--- config.mk ---
export PLATFORM = sky130hd
export DESIGN_NAME = dma_cycle_seq
export DESIGN_NICKNAME = d
export VERILOG_FILES = /design/src/rtl/dma_seq_pkg.sv /design/src/rtl/dma_seq_fsm.sv /design/src/rtl/dma_seq_half.sv /design/src/rtl/dma_seq_cap.sv /design/src/rtl/dma_cycle_seq.sv
export SDC_FILE = /design/constraint.sdc
export NUM_CORES = 1
export LEC_CHECK = 0
export CAP_MARGIN = 20
export CORE_UTILIZATION = 40
export CTS_CLUSTER_SIZE = 24
export DETAILED_ROUTE_END_ITERATION = 10
export GPL_TIMING_DRIVEN = 0
export PLACE_DENSITY = 0.65
export SLEW_MARGIN = 20
export SYNTH_ARGS = -nofsm -noshare
export SYNTH_HDL_FRONTEND = slang
export SYNTH_SLANG_ARGS = --single-unit
--- constraint.sdc ---
create_clock -name clk -period 2.29 [get_ports clk]
set_clock_uncertainty 0.15 [all_clocks]
set_input_delay 0.458 -clock clk [delete_from_list [all_inputs] [get_ports clk]]
set_output_delay 0.458 -clock clk [all_outputs]
set_load 0.005 [all_outputs]
--- src/rtl/dma_seq_pkg.sv ---
`timescale 1ns/1ps
package dma_seq_pkg;
    typedef enum logic [2:0] {
        ST_IDLE,
        ST_T1,
        ST_T2,
        ST_T3,
        ST_T4,
        ST_TW
    } seq_state_e;

    localparam int NSTB   = 4;
    localparam int STB_IO = 3;
    localparam int STB_MR = 2;
    localparam int STB_RD = 1;
    localparam int STB_WR = 0;

    typedef struct packed {
        logic            io;
        logic            wr;
        logic            vmode;
        logic [1:0]      len;
        logic [NSTB-1:0] early;
    } seq_cfg_t;
endpackage

--- src/rtl/dma_seq_fsm.sv ---
`timescale 1ns/1ps
module dma_seq_fsm
    import dma_seq_pkg::*;
(
    input  logic            clk,
    input  logic            rst_n,
    input  logic            start,
    input  seq_cfg_t        cfg_in,
    input  logic            wait_hit,
    output seq_state_e      state_q,
    output seq_cfg_t        cfg_q,
    output logic            final_now,
    output logic            samp_now,
    output logic            honour,
    output logic            done_q,
    output logic [NSTB-1:0] act
);
    seq_state_e last_st, samp_st, resume_st, state_d;
    logic busy, lead;

    // Length decode, wait-sampling point and next-state logic
    always_comb begin
        if (!cfg_q.vmode) begin
            last_st = ST_T3;
        end else begin
            unique case (cfg_q.len)
                2'd0:    last_st = ST_T2;
                2'd1:    last_st = ST_T3;
                default: last_st = ST_T4;
            endcase
        end
        honour    = cfg_q.vmode && (cfg_q.io ? (cfg_q.len >= 2'd2) : (cfg_q.len != 2'd0));
        samp_st   = cfg_q.io ? ST_T3 : ST_T2;
        resume_st = cfg_q.io ? ST_T4 : ST_T3;
        final_now = (state_q == last_st);
        samp_now  = ((state_q == samp_st) && honour) || (state_q == ST_TW);

        unique case (state_q)
            ST_IDLE: state_d = start ? ST_T1 : ST_IDLE;
            ST_T1:   state_d = ST_T2;
            ST_T2: begin
                if (final_now)                 state_d = ST_IDLE;
                else if (samp_now && wait_hit) state_d = ST_TW;
                else                           state_d = ST_T3;
            end
            ST_T3: begin
                if (final_now)                 state_d = ST_IDLE;
                else if (samp_now && wait_hit) state_d = ST_TW;
                else                           state_d = ST_T4;
            end
            ST_T4:   state_d = ST_IDLE;
            ST_TW:   state_d = wait_hit ? ST_TW : resume_st;
            default: state_d = ST_IDLE;
        endcase
    end

    // State register, latched transfer settings, done pulse
    always_ff @(posedge clk or negedge rst_n) begin
        if (!rst_n) begin
            state_q <= ST_IDLE;
            cfg_q   <= '0;
            done_q  <= 1'b0;
        end else begin
            state_q <= state_d;
            if (state_q == ST_IDLE && start) cfg_q <= cfg_in;
            done_q  <= final_now;
        end
    end

    // Rising-edge strobe enables per state
    always_comb begin
        busy        = (state_q != ST_IDLE);
        lead        = busy && (!cfg_q.vmode || state_q != ST_T1);
        act[STB_IO] = busy && cfg_q.io;
        act[STB_MR] = lead && !cfg_q.io;
        act[STB_RD] = lead && !cfg_q.wr;
        act[STB_WR] = lead && cfg_q.wr;
    end

    a_r10_t1_only_from_idle: assert property (@(posedge clk) disable iff (!rst_n)
        (state_q == ST_T1) |-> ($past(state_q) == ST_IDLE));

    a_r7_wait_only_when_honoured: assert property (@(posedge clk) disable iff (!rst_n)
        (state_q == ST_TW) |-> honour);

    a_r10_done_single: assert property (@(posedge clk) disable iff (!rst_n)
        done_q |=> !done_q);

    a_r2_fixed_three_states: assert property (@(posedge clk) disable iff (!rst_n)
        (state_q == ST_T4) |-> cfg_q.vmode);
endmodule

--- src/rtl/dma_seq_half.sv ---
`timescale 1ns/1ps
module dma_seq_half
    import dma_seq_pkg::*;
(
    input  logic            clk,
    input  logic            rst_n,
    input  logic            samp_now,
    input  logic            final_now,
    input  logic            wait_n,
    input  logic [NSTB-1:0] early,
    input  logic [NSTB-1:0] act,
    output logic            wait_hit,
    output logic [NSTB-1:0] stb_n
);
    logic [NSTB-1:0] cut_q;

    always_ff @(negedge clk or negedge rst_n) begin
        if (!rst_n) wait_hit <= 1'b0;
        else        wait_hit <= samp_now && !wait_n;
    end

    for (genvar i = 0; i < NSTB; i++) begin : g_stb
        always_ff @(negedge clk or negedge rst_n) begin
            if (!rst_n) cut_q[i] <= 1'b0;
            else        cut_q[i] <= final_now && early[i];
        end
        assign stb_n[i] = !(act[i] && !cut_q[i]);
    end

    a_r8_cut_only_in_final: assert property (@(posedge clk) disable iff (!rst_n)
        (|cut_q) |-> final_now);
endmodule

--- src/rtl/dma_seq_cap.sv ---
`timescale 1ns/1ps
module dma_seq_cap #(
    parameter int DATA_W = 8
) (
    input  logic              clk,
    input  logic              rst_n,
    input  logic              final_now,
    input  logic              is_read,
    input  logic              rd_early,
    input  logic [DATA_W-1:0] data_in,
    output logic [DATA_W-1:0] data_out,
    output logic              data_lat
);
    logic [DATA_W-1:0] half_cap;

    // Read strobe ends on the falling edge when cut early
    always_ff @(negedge clk or negedge rst_n) begin
        if (!rst_n)                                   half_cap <= '0;
        else if (final_now && is_read && rd_early)    half_cap <= data_in;
    end

    always_ff @(posedge clk or negedge rst_n) begin
        if (!rst_n) begin
            data_out <= '0;
            data_lat <= 1'b0;
        end else begin
            data_lat <= final_now && is_read;
            if (final_now && is_read)
                data_out <= rd_early ? half_cap : data_in;
        end
    end

    a_r9_data_held: assert property (@(posedge clk) disable iff (!rst_n)
        !$stable(data_out) |-> data_lat);
endmodule

--- src/rtl/dma_cycle_seq.sv ---
`timescale 1ns/1ps
module dma_cycle_seq
    import dma_seq_pkg::*;
#(
    parameter int DATA_W = 8
) (
    input  logic              clk,
    input  logic              rst_n,
    input  logic              start,
    input  logic              port_io,
    input  logic              dir_wr,
    input  logic              var_mode,
    input  logic [1:0]        len_sel,
    input  logic [3:0]        early_end,
    input  logic              wait_n,
    input  logic [DATA_W-1:0] data_in,
    output logic              iorq_n,
    output logic              mreq_n,
    output logic              rd_n,
    output logic              wr_n,
    output logic [DATA_W-1:0] data_out,
    output logic              data_lat,
    output logic              done
);
    seq_cfg_t        cfg_in, cfg_q;
    seq_state_e      state_q;
    logic            final_now, samp_now, honour, wait_hit;
    logic [NSTB-1:0] act, stb_n;

    always_comb begin
        cfg_in.io    = port_io;
        cfg_in.wr    = dir_wr;
        cfg_in.vmode = var_mode;
        cfg_in.len   = len_sel;
        cfg_in.early = early_end;
    end

    dma_seq_fsm u_fsm (
        .clk      (clk),
        .rst_n    (rst_n),
        .start    (start),
        .cfg_in   (cfg_in),
        .wait_hit (wait_hit),
        .state_q  (state_q),
        .cfg_q    (cfg_q),
        .final_now(final_now),
        .samp_now (samp_now),
        .honour   (honour),
        .done_q   (done),
        .act      (act)
    );

    dma_seq_half u_half (
        .clk      (clk),
        .rst_n    (rst_n),
        .samp_now (samp_now),
        .final_now(final_now),
        .wait_n   (wait_n),
        .early    (cfg_q.early),
        .act      (act),
        .wait_hit (wait_hit),
        .stb_n    (stb_n)
    );

    dma_seq_cap #(.DATA_W(DATA_W)) u_cap (
        .clk      (clk),
        .rst_n    (rst_n),
        .final_now(final_now),
        .is_read  (!cfg_q.wr),
        .rd_early (cfg_q.early[STB_RD]),
        .data_in  (data_in),
        .data_out (data_out),
        .data_lat (data_lat)
    );

    assign iorq_n = stb_n[STB_IO];
    assign mreq_n = stb_n[STB_MR];
    assign rd_n   = stb_n[STB_RD];
    assign wr_n   = stb_n[STB_WR];

    a_r11_rd_wr_excl: assert property (@(posedge clk) disable iff (!rst_n)
        $onehot0({!rd_n, !wr_n}));

    a_r11_port_excl: assert property (@(posedge clk) disable iff (!rst_n)
        $onehot0({!iorq_n, !mreq_n}));

    a_r3_io_leads: assert property (@(posedge clk) disable iff (!rst_n)
        ($fell(iorq_n) && cfg_q.vmode) |-> (rd_n && wr_n));

    a_r1_idle_quiet: assert property (@(posedge clk) disable iff (!rst_n)
        (state_q == ST_IDLE) |-> (iorq_n && mreq_n && rd_n && wr_n));
endmodule

==> results by group, run 1 <==
Outcome
  • Status: complete, but fails checks
  • Violated checks: negative setup slack

Worst setup path
  • Worst reg2reg startpoint: u_fsm.state_q[0]$_DFF_PN0_
  • CP Launch Type: register
  • Highest cell delay on the worst timing path: 0.42 ns
  • CP max-delay cell: dfrtp_2
  • Critical Path RT: 1.13 ns
  • Crit Path Class: reg -> reg
  • CP max FO: 7
  • CP cell instances: buf_6, nor2_2, and4_4, o311ai_4, buf_12, mux2_2
  • R2R cell count: 6
  • CP arrival: 1.88 ns
  • Worst R2R Setup Slack: -0.75 ns
  • CP Capture Type: register
  • Crit Reg-Reg Endpoint: u_cap.half_cap[6]$_DFFE_NN0P_

CTS
  • CTS tree: built
  • Max Root-Sink Buffers: 2
  • Clock Root Buffer: clkbuf_8
  • CTS buffer count: 5
  • Worst-path clk slew: ~0.07 ns
  • Clock latency on the worst-skew pair: 0.29 ns
  • CTS Sinks: 35
  • CTS HTree Levels: 2

Global route
  • GRT Total Usage: 19.9%
  • Vias in the first global route: 1312
  • Initial antenna violation count: 0
  • First-pass GRT wire length: 6.35 mm
  • Remaining global-route overflow: 0
  • Largest net degree at the start of global routing: 21

Power and ir drop
  • Flop pwr share: 31.5%
  • Sw Pwr: 1130 uW
  • Clk network pwr share: 14.6%
  • Pwr Density: 1390 nW/um^2
  • Leak Pwr: 0.00109 uW
  • Combinational Power Share: 53.9%
  • Maximum vdd ir drop: 0.630 mV
  • Switching share of power: 32.5%
  • Pint: 2350 uW

Logic synthesis
  • Number of flops mapped to enable cells by yosys: 0
  • Top_reg_cell synth: dfrtp_1
  • Avg Inst Size Synth: 13.5 sq um
  • Mapped Nets: 143
  • Mapped Area: 1650 sq um
  • Seq/Total Area, Yosys: a little over half
  • Unique masters post-synth: 34
  • Synth warn: 0
  • Syn Inst Count: 122
  • Number of synthesized register bits: 35
  • Ys async rst share: 100%

Layout
  • Layout fillers: around 280
  • Commonest non-fill, non-tap cell in the layout: clkdlybuf4s50_1
  • Storage cell area: about 880 sq um
  • Share of cells above drive strength 1: 50.3%
  • Non-filler cells in the finished layout: between 200 and 250
  • N_diodes: 0
  • Final nets: approximately 220
  • Area grow syn2layout: 52.5%
  • Multi-input logic area: 782 sq um
  • Most frequent cells in the layout: 29 x clkdlybuf4s50_1, 23 x buf_4, 20 x mux2_2

Floorplan
  • Initial core utilization: 43.4%
  • Die area: ~4400 sq um
  • Top Ports: 35
  • # rows: 22
  • Core area: between 3000 and 4000 sq um
  • Die Wd: 66.2 microns
  • Die Ht: between 60 and 70 microns

Timing
  • # setup viols final: 18
  • Hold WS: 0.107 ns
  • Least-Margin Pin Slew: about 0.52 ns
  • Slew HR: between 60% and 70%
  • Slack of the critical path: -0.746 ns
  • Max-slew violations: 0
  • Final hold viol count: 0
  • RSZ-0062 raised after global routing: yes

Place
  • Placer congestion estimate: 0.768
  • Dpl hpwl: 2.24 mm
  • Post-place setup slack: -0.884 ns
  • Placed Cells: 205
  • Port Buffer Count: 34

Detailed routing
  • Via Count: 1220
  • Residual DRC count: 0
  • Antenna Nets Post-Route: 0
  • DRT iter0 DRCs: 44
  • DRT Pass-1 Iters: 4
  • Vias per cell: about 5
  • Total Routed Length: 3.86 mm
  • Wire length per cell: 15.9 microns

Run
  • Max_cap viols: 0

Min path
  • Worst Hold Class: in -> async
[logic make-up after synthesis]
| group | share of synthesized area, % |
|---|---|
| simple gates | 11.8 |
| mux | 22.3 |
| flops | 53.1 |
| buf+inv | 3.79 |
| compound gates | 9.03 |
[per-stage QoR]
step | util (%) | total power [uW] | setup TNS (ns) | cell area [sq um]
floorplan | - | 1970 | -7.19 | 1670
global placement | 54.4 | 2420 | -28.93 | 2070
detailed placement | 55.0 | 2460 | -11.84 | 2090
CTS | 63.5 | 3290 | -9.89 | 2410
global route | 66.2 | 3690 | -11.06 | 2510
finish | 66.2 | 3490 | -10.02 | 2510
[area by class of cell]
class | count | share of cell area (%)
sequential | 35 | 35.0
multi-input combinational | 76 | 31.1
timing repair buffer | 65 | 24.2
clock buffer | 7 | 3.83
tap | 48 | 2.39
buffer | 6 | 2.34
inverter | 5 | 0.846
clock inverter | 1 | 0.299
[power groups by stage]
stage	Combinational, uW	Clock, uW	Sequential (uW)
after detailed placement	1360	0	1100
after floorplan	900	0	1070
after CTS	1690	515	1090
after global routing	2010	546	1140
after global placement	1340	0	1080
final	1880	507	1100
[Yosys cell counts (all sizes together) (2+ instances only)]
cell    instances  share of area [%]
mux2           30                 22
a211oi          2                1.7
dfrtp          22                 33
nand2           3               0.68
buf             4                1.6
a31oi           2               0.76
or3             4                1.5
o21ai           5                1.5
nor4b           2                1.8
dfrtn          13                 20
inv             5                1.1
clkbuf          2                1.1
nor2            4               0.91
nor3            5                1.5
nor2b           5                2.4
nand2b          3                1.6
[timing repair]
item,in CTS,in global routing
hold buffers,1,0
setup endpoints to repair,18,23
resized for setup,29,16
gates cloned,0,0
buffers inserted,23,6
hold endpoints to repair,10,0
pin swaps,7,5
[registers in the layout, indices dropped and copies added, names as in the netlist]
| register | count |
|---|---|
| u_cap.half_cap | 8 |
| u_cap.data_lat | 1 |
| u_fsm.state_q | 3 |
| u_half.cut_q | 4 |
| u_fsm.cfg_q | 9 |
| u_fsm.done_q | 1 |
| u_half.wait_hit | 1 |
| u_cap.data_out | 8 |
[worst max path at each step]
stage	start	endpoint	slack, ns	depth (start not counted)
floorplan	u_fsm.cfg_q[6]$_DFFE_PN0P_	u_cap.half_cap[0]$_DFFE_NN0P_	-0.68	4
global placement	rst_n	u_cap.half_cap[3]$_DFFE_NN0P_	-1.15	1
detailed placement	u_fsm.state_q[2]$_DFF_PN0_	u_cap.half_cap[6]$_DFFE_NN0P_	-0.88	5
CTS	u_fsm.cfg_q[5]$_DFFE_PN0P_	u_cap.half_cap[1]$_DFFE_NN0P_	-0.75	5
global route	u_fsm.state_q[0]$_DFF_PN0_	u_cap.half_cap[1]$_DFFE_NN0P_	-0.81	5
finish	u_fsm.state_q[0]$_DFF_PN0_	u_cap.half_cap[6]$_DFFE_NN0P_	-0.75	6
[per-layer routing]
layer / wire, microns / vias up / share of wire (%) / GRT usage, %
met3: 135 / 8 / 3.5 / 4.83
met1: 1710 / 605 / 44 / 25.0
met4: 92 / 0 / 2.4 / 8.51
met2: 1930 / 27 / 50 / 32.3
li1: - / 580 / - / -
met5: 0 / - / 0 / 0
[critical path: cells and delay by family (launching register included)]
kind                   cells  cell delay [ns]
muxes                      1             0.33
AOI/OAI and AO/OA          1             0.33
and+or+nand+nor            2             0.22
DFF                        1             0.42
buffers and inverters      2             0.28
Power figures use the tool's default switching activity.
==> run 2, diff against run 1 <==
--- a/config.mk
+++ b/config.mk
@@ -6,11 +6,13 @@
 export NUM_CORES = 1
 export LEC_CHECK = 0
 export CAP_MARGIN = 20
-export CORE_UTILIZATION = 40
-export CTS_CLUSTER_SIZE = 24
+export CELL_PAD_IN_SITES_DETAIL_PLACEMENT = 2
+export CELL_PAD_IN_SITES_GLOBAL_PLACEMENT = 2
+export CORE_UTILIZATION = 34
+export CTS_CLUSTER_SIZE = 14
 export DETAILED_ROUTE_END_ITERATION = 10
 export GPL_TIMING_DRIVEN = 0
-export PLACE_DENSITY = 0.65
+export PLACE_DENSITY = 0.79
 export SLEW_MARGIN = 20
 export SYNTH_ARGS = -nofsm -noshare
 export SYNTH_HDL_FRONTEND = slang
==> run 2 against run 1 <==
Effect of this change: the flow still finishes with violations (negative setup slack); largest cell class unchanged; cell count decreased by 2.9%; core utilization decreased by 12 points; clock power increased by 0.8%; first-iteration DRC count decreased by 36%; critical path depth decreased by 1; combinational power decreased by 5%.
==> results by group, run 2 (same netlist as run 1, synthesis figures left out) <==
Layout
  • Non-filler cells in the finished layout: 236 (-2.9%)
  • Reg with most FFs: u_fsm.cfg_q
  • N_diodes: 0 (unchanged)
  • Largest registers: u_fsm.cfg_q: 9 flops, u_cap.data_out: 8 flops, u_cap.half_cap: 8 flops
  • Most frequent cells in the layout: 29 x clkdlybuf4s50_1, 18 x dfrtp_1, 16 x buf_4
  • Max FFs per register: 9 (unchanged)
  • Share of cells above drive strength 1: 48.4% (-1.9 points)
  • Area grow syn2layout: 47.3%
  • Layout fillers: 420 (+53%)
  • Final nets: 204 (-5.1%)
  • Commonest non-fill, non-tap cell in the layout: clkdlybuf4s50_1
  • Design Area, Final: 2430 sq um (-3.4%)

Timing
  • Least-Margin Pin Slew: 0.714 ns (+0.190 ns)
  • Hold WS: 0.318 ns (+0.211 ns)
  • # setup viols final: 21 (+3)
  • Max-slew violations: 0 (unchanged)
  • Total Neg Setup Slack: -11.50 ns (-1.48 ns)
  • Slew HR: 52.0% (-13 points)
  • Slack of the critical path: -0.797 ns (-0.0518 ns)
  • RSZ-0062 raised after global routing: yes
  • Final hold viol count: 0 (unchanged)

Place
  • Placer congestion estimate: 0.783 (+2.1%)
  • Port Buffer Count: 34 (unchanged)
  • Placed Cells: 209 (+2.0%)
  • Cell area after placement: 2090 sq um (-0.12%)
  • Dpl hpwl: 2.98 mm (+33%)
  • Post-place setup slack: -0.943 ns (-0.0596 ns)

Worst setup path
  • CP Launch Type: register
  • R2R cell count: 5 (-1)
  • Critical path's top delay family: simple AND/OR/NAND/NOR gates
  • Crit Reg-Reg Endpoint: u_cap.half_cap[3]$_DFFE_NN0P_
  • Crit Path Class: reg -> reg
  • Worst R2R Setup Slack: -0.80 ns (-0.05 ns)
  • CP max FO: 5 (-2)
  • Critical Path RT: 1.13 ns (about the same)
  • Worst reg2reg startpoint: u_fsm.state_q[0]$_DFF_PN0_
  • CP cell instances: nor4b_4, nor2b_4, o311ai_4, buf_6, mux2_2
  • CP Capture Type: register
  • Highest cell delay on the worst timing path: 0.45 ns (+0.03 ns)
  • CP arrival: 1.93 ns (+0.05 ns)
  • Buffers & Inverters on Critical Path: 1 (-1)
  • CP max-delay cell: dfrtp_1

Detailed routing
  • Total Routed Length: 5.60 mm (+45%)
  • Via Count: 1236 (+1.3%)
  • Antenna Nets Post-Route: 0 (unchanged)
  • Vias per cell: 5.24 (+4.3%)
  • Wire length per cell: 23.7 microns (+49%)
  • Residual DRC count: 0 (unchanged)
  • DRT Pass-1 Iters: 4 (unchanged)
  • DRT iter0 DRCs: 28 (-36%)

Run
  • Max_cap viols: 0 (unchanged)

Power and ir drop
  • Maximum vdd ir drop: 0.547 mV (-13%)
  • Pwr Density: 1420 nW/um^2 (+2.4%)
  • Leak Pwr: 0.00105 uW (-3.9%)

CTS
  • Max Root-Sink Buffers: 2 (unchanged)
  • Clock Root Buffer: clkbuf_8
  • Clock latency on the worst-skew pair: 0.30 ns (about the same)
  • CTS HTree Levels: 2 (unchanged)
  • CTS buffer count: 5 (unchanged)
  • Worst-path clk slew: 0.08 ns (about the same)
  • CTS tree: built
  • CTS Sinks: 35 (unchanged)

Floorplan
  • Top Ports: 35 (unchanged)
  • Die Ht: 71.6 microns (+8.2%)
  • Die Wd: 71.6 microns (+8.2%)
  • Initial core utilization: 36.6% (-6.8 points)
  • # rows: 24 (+9.1%)
  • Core area: 4500 sq um (+19%)
  • Die area: 5130 sq um (+17%)

Global route
  • Remaining global-route overflow: 0 (unchanged)
  • GRT Total Usage: 20.9% (+1.0 points)
  • First-pass GRT wire length: 7.87 mm (+24%)
  • Vias in the first global route: 1415 (+7.9%)
  • Initial antenna violation count: 0 (unchanged)
  • Largest net degree at the start of global routing: 28 (+33%)

Outcome
  • Violated checks: negative setup slack
  • Status: complete, but fails checks

Min path
  • Hold Crit Endpoint: u_cap.half_cap[2]$_DFFE_NN0P_
  • Worst Hold Class: reg -> reg
  • Min-delay src: u_cap.half_cap[2]$_DFFE_NN0P_
  • Worst Hold Depth: 1
-- run 2: layout make-up --
cell class | instances | area [sq um] | share of cell area (%)
flip-flops and latches | 35 | 881 | 36.3
multi-input cells | 76 | 810 | 33.3
repair buffers | 55 | 505 | 20.8
clock buffers | 8 | 100 | 4.12
well taps | 52 | 65.1 | 2.68
plain buffers | 5 | 46.3 | 1.91
inverters | 5 | 21.3 | 0.876
-- run 2: worst max-delay path by stage --
stage / from / endpoint / slack [ns] / depth (start not counted)
final: u_fsm.state_q[0]$_DFF_PN0_ / u_cap.half_cap[3]$_DFFE_NN0P_ / -0.80 / 5
after global routing: u_fsm.state_q[0]$_DFF_PN0_ / u_cap.half_cap[3]$_DFFE_NN0P_ / -0.82 / 5
after CTS: u_fsm.cfg_q[4]$_DFFE_PN0P_ / u_cap.half_cap[5]$_DFFE_NN0P_ / -0.71 / 5
after detailed placement: u_fsm.cfg_q[5]$_DFFE_PN0P_ / u_cap.half_cap[5]$_DFFE_NN0P_ / -0.94 / 4
after global placement: rst_n / u_cap.half_cap[1]$_DFFE_NN0P_ / -1.17 / 1
after floorplan: u_fsm.cfg_q[6]$_DFFE_PN0P_ / u_cap.half_cap[0]$_DFFE_NN0P_ / -0.68 / 4
-- run 2: routing by layer --
layer | vias to the layer above | share of wire [%] | track usage [%]
met2 | 34 | 53 | 37.4
li1 | 557 | - | -
met1 | 631 | 41 | 25.4
met5 | - | 0 | 0
met4 | 0 | 2.8 | 7.19
met3 | 14 | 2.8 | 3.52
-- run 2: worst reg2reg max path: stages (launching register included) --
cell      delay, ns
dfrtp_1        0.45
nor4b_4        0.32
nor2b_4        0.26
o311ai_4       0.14
buf_6          0.18
mux2_2         0.30
-- run 2: timing repair --
action                                  CTS  global route
pin swaps                                 6             2
endpoints found under the setup margin   20            28
buffers inserted                         14             5
hold endpoints to repair                  6             0
gates resized for setup                  28            19
hold buffers                              1             0
-- run 2: through the flow --
step                util (%)  power (uW)
global route            53.9        3600
CTS                     51.4        3170
detailed placement      46.3        2520
global placement        46.0        2430
finish                  53.9        3450
floorplan                  -        1970
-- run 2: power breakdown --
| group | leakage [uW] | switching (uW) | internal (uW) | total [uW] |
|---|---|---|---|---|
| clock | 0.0000515 | 236 | 275 | 511 |
| combinational | 0.000572 | 782 | 1000 | 1780 |
| sequential | 0.000427 | 232 | 918 | 1150 |
| total | 0.00105 | 1250 | 2190 | 3450 |
